### src/rtl/fei_pkg.sv
package fei_pkg;

    // Register addresses (3-bit address space)
    localparam int A_STAT     = 0;
    localparam int A_STAT_CLR = 1;
    localparam int A_MASK     = 2;
    localparam int A_MASK_CLR = 3;
    localparam int A_MASK_SET = 4;

    typedef enum logic {
        IRQ_QUIET,
        IRQ_RAISED
    } irq_state_e;

    typedef enum logic [2:0] {
        WR_NONE,
        WR_STAT_CLR,
        WR_MASK_CLR,
        WR_MASK_SET,
        WR_IGNORED
    } wr_kind_e;

endpackage

### src/rtl/fei_status_reg.sv
module fei_status_reg #(
    parameter int W     = 16,
    parameter int N_EVT = 2
) (
    input  logic             clk,
    input  logic             rst_n,
    input  logic [N_EVT-1:0] evt,
    input  logic [W-1:0]     clr_bits,
    output logic [W-1:0]     status_q
);

    logic [W-1:0] evt_ext;

    // Widen the event vector to the register width; unused bits stay zero
    for (genvar g = 0; g < W; g++) begin : g_evt
        if (g < N_EVT) begin : g_src
            assign evt_ext[g] = evt[g];
        end else begin : g_none
            assign evt_ext[g] = 1'b0;
        end
    end

    // Clear first, then OR in events, so an event beats a same-cycle clear
    always_ff @(posedge clk) begin
        if (!rst_n) begin
            status_q <= '0;
        end else begin
            status_q <= (status_q & ~clr_bits) | evt_ext;
        end
    end

    // an event sets its status bit at the next edge
    p_evt_sets_r2: assert property (@(posedge clk) disable iff (!rst_n)
        (|evt) |=> ((status_q[N_EVT-1:0] & $past(evt)) == $past(evt)));

    // cleared bits (without a competing event) read zero afterwards
    p_clear_r3: assert property (@(posedge clk) disable iff (!rst_n)
        (|clr_bits) |=> ((status_q & $past(clr_bits & ~evt_ext)) == '0));

    // an event colliding with a clear leaves the bit set
    p_evt_wins_r4: assert property (@(posedge clk) disable iff (!rst_n)
        (|(evt & clr_bits[N_EVT-1:0])) |=>
        ((status_q[N_EVT-1:0] & $past(evt & clr_bits[N_EVT-1:0])) ==
         $past(evt & clr_bits[N_EVT-1:0])));

endmodule

### src/rtl/fei_mask_reg.sv
module fei_mask_reg #(
    parameter int W = 16
) (
    input  logic         clk,
    input  logic         rst_n,
    input  logic [W-1:0] set_bits,
    input  logic [W-1:0] clr_bits,
    output logic [W-1:0] mask_q
);

    always_ff @(posedge clk) begin
        if (!rst_n) begin
            mask_q <= '0;
        end else begin
            mask_q <= (mask_q | set_bits) & ~clr_bits;
        end
    end

    // set alias turns on the written-one bits and leaves the others alone
    p_set_r5: assert property (@(posedge clk) disable iff (!rst_n)
        ((|set_bits) && (clr_bits == '0)) |=>
        (mask_q == ($past(mask_q) | $past(set_bits))));

    // clear alias turns off the written-one bits and leaves the others alone
    p_clr_r6: assert property (@(posedge clk) disable iff (!rst_n)
        ((|clr_bits) && (set_bits == '0)) |=>
        (mask_q == ($past(mask_q) & ~$past(clr_bits))));

endmodule

### src/rtl/fei_irq_fsm.sv
module fei_irq_fsm
    import fei_pkg::*;
(
    input  logic clk,
    input  logic rst_n,
    input  logic pend,
    output logic irq
);

    irq_state_e state_q;
    irq_state_e state_d;

    // State register
    always_ff @(posedge clk) begin
        if (!rst_n) begin
            state_q <= IRQ_QUIET;
        end else begin
            state_q <= state_d;
        end
    end

    // Next state and output
    always_comb begin
        state_d = state_q;
        irq     = 1'b0;
        unique case (state_q)
            IRQ_QUIET: begin
                irq = 1'b0;
                if (pend) state_d = IRQ_RAISED;   // raise
            end
            IRQ_RAISED: begin
                irq = 1'b1;
                if (!pend) state_d = IRQ_QUIET;   // drop
            end
            default: state_d = IRQ_QUIET;
        endcase
    end

    // irq follows the pending condition one cycle later
    p_raise_r8: assert property (@(posedge clk) disable iff (!rst_n)
        pend |=> irq);
    p_drop_r8: assert property (@(posedge clk) disable iff (!rst_n)
        !pend |=> !irq);

endmodule

### src/rtl/fei_ctrl.sv
module fei_ctrl
    import fei_pkg::*;
#(
    parameter int DATA_W = 16,
    parameter int ADDR_W = 3
) (
    input  logic              clk,
    input  logic              rst_n,
    input  logic              evt_bot,
    input  logic              evt_top,
    input  logic              we,
    input  logic [ADDR_W-1:0] addr,
    input  logic [DATA_W-1:0] wdata,
    output logic [DATA_W-1:0] rdata,
    output logic              irq
);

    localparam int N_EVT = 2;

    wr_kind_e          wr_kind;
    logic [DATA_W-1:0] stat_clr;
    logic [DATA_W-1:0] mask_set;
    logic [DATA_W-1:0] mask_clr;
    logic [DATA_W-1:0] status_q;
    logic [DATA_W-1:0] mask_q;
    logic [N_EVT-1:0]  evt;
    logic              pend;

    assign evt = {evt_top, evt_bot};   // bit 0 bottom, bit 1 top

    // Write decode
    always_comb begin
        wr_kind = WR_NONE;
        if (we) begin
            case (addr)
                ADDR_W'(A_STAT_CLR): wr_kind = WR_STAT_CLR;
                ADDR_W'(A_MASK_CLR): wr_kind = WR_MASK_CLR;
                ADDR_W'(A_MASK_SET): wr_kind = WR_MASK_SET;
                default:             wr_kind = WR_IGNORED;
            endcase
        end
    end

    assign stat_clr = (wr_kind == WR_STAT_CLR) ? wdata : '0;
    assign mask_clr = (wr_kind == WR_MASK_CLR) ? wdata : '0;
    assign mask_set = (wr_kind == WR_MASK_SET) ? wdata : '0;

    fei_status_reg #(.W(DATA_W), .N_EVT(N_EVT)) u_status (
        .clk      (clk),
        .rst_n    (rst_n),
        .evt      (evt),
        .clr_bits (stat_clr),
        .status_q (status_q)
    );

    fei_mask_reg #(.W(DATA_W)) u_mask (
        .clk      (clk),
        .rst_n    (rst_n),
        .set_bits (mask_set),
        .clr_bits (mask_clr),
        .mask_q   (mask_q)
    );

    assign pend = |(status_q & mask_q);

    fei_irq_fsm u_fsm (
        .clk   (clk),
        .rst_n (rst_n),
        .pend  (pend),
        .irq   (irq)
    );

    // Read mux: aliases and holes read zero
    always_comb begin
        case (addr)
            ADDR_W'(A_STAT): rdata = status_q;
            ADDR_W'(A_MASK): rdata = mask_q;
            default:         rdata = '0;
        endcase
    end

    // a write to the mask read address leaves the mask unchanged
    p_mask_ro_r10: assert property (@(posedge clk) disable iff (!rst_n)
        (we && addr == ADDR_W'(A_MASK)) |=> $stable(mask_q));

    // a write to the status read address with no event leaves status unchanged
    p_stat_ro_r10: assert property (@(posedge clk) disable iff (!rst_n)
        (we && addr == ADDR_W'(A_STAT) && evt == '0) |=> $stable(status_q));

    // bits with no event source never become set
    p_upper_zero_r11: assert property (@(posedge clk) disable iff (!rst_n)
        status_q[DATA_W-1:N_EVT] == '0);

endmodule

### config.mk
export PLATFORM = sky130hd
export DESIGN_NAME = fei_ctrl
export DESIGN_NICKNAME = d
export VERILOG_FILES = /design/src/rtl/fei_pkg.sv /design/src/rtl/fei_status_reg.sv /design/src/rtl/fei_mask_reg.sv /design/src/rtl/fei_irq_fsm.sv /design/src/rtl/fei_ctrl.sv
export SDC_FILE = /design/constraint.sdc
export NUM_CORES = 1
export LEC_CHECK = 0
export BUFFER_PORTS_ARGS = -buffer_cell sky130_fd_sc_hd__clkbuf_2
export CAP_MARGIN = 20
export CORE_ASPECT_RATIO = 0.5
export CORE_MARGIN = 4
export CORE_UTILIZATION = 51
export CTS_CLUSTER_SIZE = 12
export DETAILED_ROUTE_END_ITERATION = 16
export PLACE_DENSITY = 0.75
export SKIP_LAST_GASP = 1
export SLEW_MARGIN = 10
export SYNTH_ARGS = -nofsm -noshare
export SYNTH_HDL_FRONTEND = slang
export SYNTH_SLANG_ARGS = --single-unit
### constraint.sdc
create_clock -name clk -period 1.2 [get_ports clk]
set_input_delay 0.06 -clock clk [delete_from_list [all_inputs] [get_ports clk]]
set_output_delay 0.06 -clock clk [all_outputs]
set_load 0.01 [all_outputs]
==> metrics.md <==
| Metric | Value |
|---|---|
| Gate Count Post-Synth | 158 |
| Worst Max-Slew Pin Slew | 0.332 ns |
| Multi-input logic area | 751 sq um |
| PortBufs | 40 |
| Netlist cell types | 21 |
| LEAKAGE | 0.813 nW |
| DPL Wire Length | 2630 um |
| Fin nets | 245 |
| Number of enable flip-flop cells after synthesis | 0 |
| Final core occ | 73.9% |
| Effective utilization at floorplan | 55.2% |
| Max-slew violation count | 0 |
| FF+latch count, synth | 33 |
| First-pass GRT wire length | 6220 um |
| Worst hold path type | input pin to flip-flop |
| Top_reg_cell synth | dfxtp_1 |
| Combinational share of power | 11.4% |
| Antenna violations before repair | 0 |
| Worst-skew pair later-pin latency | 0.28 ns |
| Mapped Avg Cell Area | 9.38 sq um |
| Routed Antenna Nets | 0 |
| Initial DRC Count | 75 |
| CP Cell Sequence | a22o_1 > a221oi_1 > and3_1 > a31oi_1 |
| Grt ovf | 0 |
| CTS H-tree lvls | 2 |
| CTS tree | done |
| Drt pass-1 iters | 4 |
| FF/Latch Area | 661 sq um |
| Critical R2R Capture | u_fsm.state_q$_SDFF_PN0_ |
| Synth Area in Simple Gates | 12.2% |
| R2r setup slk | 0.06 ns |
| Clk sinks | 33 |
| Setup Skew | 0.00470 ns |
| Post-synthesis adder-cell area fraction | 0% |
| Fin crit period | 1.14 ns |
| Core Area | 2680 sq um |
| Fin crit share | 94.7% |
| Residual DRC count | 0 |
| Synth area leaders | dfxtp_1, a21oi_1, mux2i_1 |
| Power Density | 1070 nW/um^2 |
| Filler cell count in the final layout | 220 |
| Switch share | 24.0% |
| Ys async rst share | 0% |
| Die ar. | 3890 sq um |
| Worst path bufs/invs | 0 |
| Compound-Gate Fraction of Synth Area | 27.3% |
| Worst hold endpoint | u_status.status_q[9]$_SDFF_PN0_ |
| Arr. time, crit path | 1.29 ns |
| Most frequent cell after synthesis | dfxtp_1 |
| Commonest cells post-synth | dfxtp_1, a21oi_1, nor2_1, nand2_1, mux2i_1 |
| Area post-placement | 1730 sq um |
| RSZ-0062 raised after global routing | false |
| Mapped Nets | 182 |
| Slowest cell delay on critical path | 0.32 ns |
| GRT Total Usage | 21.2% |
| Reg2reg path depth | 4 |
| Clock power share | 35.4% |
| Critical setup path kind | flip-flop to flip-flop |
| Yosys top cell area share | 44.6% |
| Outcome | finished, final reports clean |
| DIE WIDTH | 84.3 um |
| Mapped Area | 1480 sq um |
| Internal power | 1.61 mW |
| Setup TNS | 0 ns |
| Vias per inst | 5.44 |
| Sequential share of power | 53.1% |
| Max-Cap Viols | 0 |
| Die Y | 46.1 um |
| Share of layout cells above drive strength 1 | 30.9% |
| NetSw | 0.508 mW |
| # rows | 13 |
| Detailed Route WL | 3790 um |
| Largest delay contributor family on the critical path | compound AO/OA/AOI/OAI gates |
| Synth area leader | dfxtp_1 |
| Vias in the first global route | 1236 |
| Final Cell Area | 1980 sq um |
| Hold_sp | rst_n |
| Largest net degree at the start of global routing | 20 |
| Post-synthesis mux area share | 10.8% |
| Beginning of the worst register-to-register path | u_status.status_q[7]$_SDFF_PN0_ |
| Hold Violations, Final | 0 |
| Synth warn | 0 |
| Slew margin rel. | 77.9% |
| Antenna diode count | 0 |
| CTS Buf Count | 5 |
| # IOs | 41 |
| Final setup vio count | 0 |
| Hold Path Stages | 4 |
| Worst-path fanout max | 3 |
| F_max | 0.880 GHz |
| Vias after detailed routing | 1397 |
| CP required | 1.36 ns |
| Slowest stage cell, crit path | dfxtp_1 |
| Area growth syn-to-layout | 33.8% |
| Clock Tree Root | clkbuf_8 |
| Clk buf depth | 2 |
| Worst vdd rail ir drop | 0.691 mV |
| Synth Area in XOR/XNOR | 0% |
| Global placement routability congestion | 0.772 |
| CP Capture Type | flip-flop |
| Setup Fix Bufs, Post-CTS | 0 |
| Hold Buf Count CTS | 18 |
| Largest family of logic cells by synthesized area | compound AO/OA/AOI/OAI gates |
| Post-CTS sizing | 0 |
| WL per Instance | 14.7 um |
| Worst setup SP type | flip-flop |
| Sequential fraction of the synthesis area | 44.6% |
| Clock-pin slew on the worst setup and hold paths | 0.07 ns |
## power groups by stage
stage	combinational (mW)	clock, mW	sequential, mW
floorplan	0.108	0	1.15
global placement	0.193	0	1.15
detailed placement	0.196	0	1.15
CTS	0.242	0.768	1.13
global route	0.261	0.826	1.13
finish	0.243	0.751	1.13
## metrics by stage
step | hold slack, ns | setup slack, ns | power [mW] | cells
2_1_floorplan | 0.147 | 0.162 | 1.25 | 158
3_3_place_gp | 0.261 | 0.117 | 1.34 | 233
3_5_place_dp | 0.268 | 0.0369 | 1.35 | 233
4_1_cts | 0.202 | 0.0807 | 2.14 | 257
5_1_grt | 0.227 | 0.0238 | 2.22 | 257
6_report | 0.213 | 0.0634 | 2.12 | 257
## worst min-delay path, delay by kind of cell
family / cells / cell delay, ns
AOI/OAI and AO/OA: 1 / 0.03
buffers and inverters: 2 / 0.28
and+or+nand+nor: 1 / 0.08
## metal layers
metal	global-route usage (%)	share of wire, %	up-vias
met2	32.4	43	48
met4	6.41	0.77	0
met5	0	0	-
met1	29.1	49	643
li1	-	-	701
met3	6.61	7.7	5
## cell usage in the layout, fill, tap and decap left out
| master | synthesis | final |
|---|---|---|
| dlygate4sd3_1 | 0 | 18 |
| a221oi_1 | 3 | 3 |
| nand2_1 | 17 | 17 |
| a22o_1 | 3 | 3 |
| nor4bb_2 | 0 | 1 |
| nor2_1 | 18 | 18 |
| a211oi_2 | 10 | 10 |
| clkinv_2 | 0 | 1 |
| mux2i_1 | 16 | 16 |
| and4b_1 | 1 | 1 |
| a21oi_1 | 32 | 32 |
| dfxtp_1 | 33 | 33 |
| clkbuf_8 | 0 | 5 |
| buf_4 | 1 | 9 |
| nor3_4 | 1 | 1 |
| a22oi_1 | 2 | 2 |
| and3_1 | 1 | 1 |
| or2_2 | 1 | 1 |
| clkinv_1 | 1 | 1 |
| a211oi_1 | 6 | 6 |
| clkbuf_2 | 0 | 40 |
| a31oi_1 | 1 | 1 |
## cell families after synthesis
logic type	Yosys count
AOI/OAI and AO/OA	57
DFF	33
and+or+nand+nor	40
buffers and inverters	12
muxes	16
## flip-flops by register name, indices dropped and copies added, names as in the netlist
signal / count
u_fsm.state_q: 1
u_mask.mask_q: 16
u_status.status_q: 16
## worst max-delay path by stage
stage                                    startpoint                         endpoint  slack (ns)  cells after the start
global route        u_status.status_q[7]$_SDFF_PN0_         u_fsm.state_q$_SDFF_PN0_        0.02                      4
detailed placement                          addr[1]  u_status.status_q[0]$_SDFF_PN0_        0.04                      6
floorplan           u_status.status_q[7]$_SDFF_PN0_         u_fsm.state_q$_SDFF_PN0_        0.16                      4
finish              u_status.status_q[7]$_SDFF_PN0_         u_fsm.state_q$_SDFF_PN0_        0.06                      4
CTS                 u_status.status_q[7]$_SDFF_PN0_         u_fsm.state_q$_SDFF_PN0_        0.08                      4
global placement    u_status.status_q[9]$_SDFF_PN0_         u_fsm.state_q$_SDFF_PN0_        0.12                      3
## final cells by class
cell class	instances	share of cell area [%]
timing repair buffer	67	22.6
clock inverter	1	0.252
inverter	1	0.189
clock buffer	5	3.47
sequential	33	33.3
multi-input combinational	113	37.9
tap	37	2.33
(Power assumes the default switching activity.)
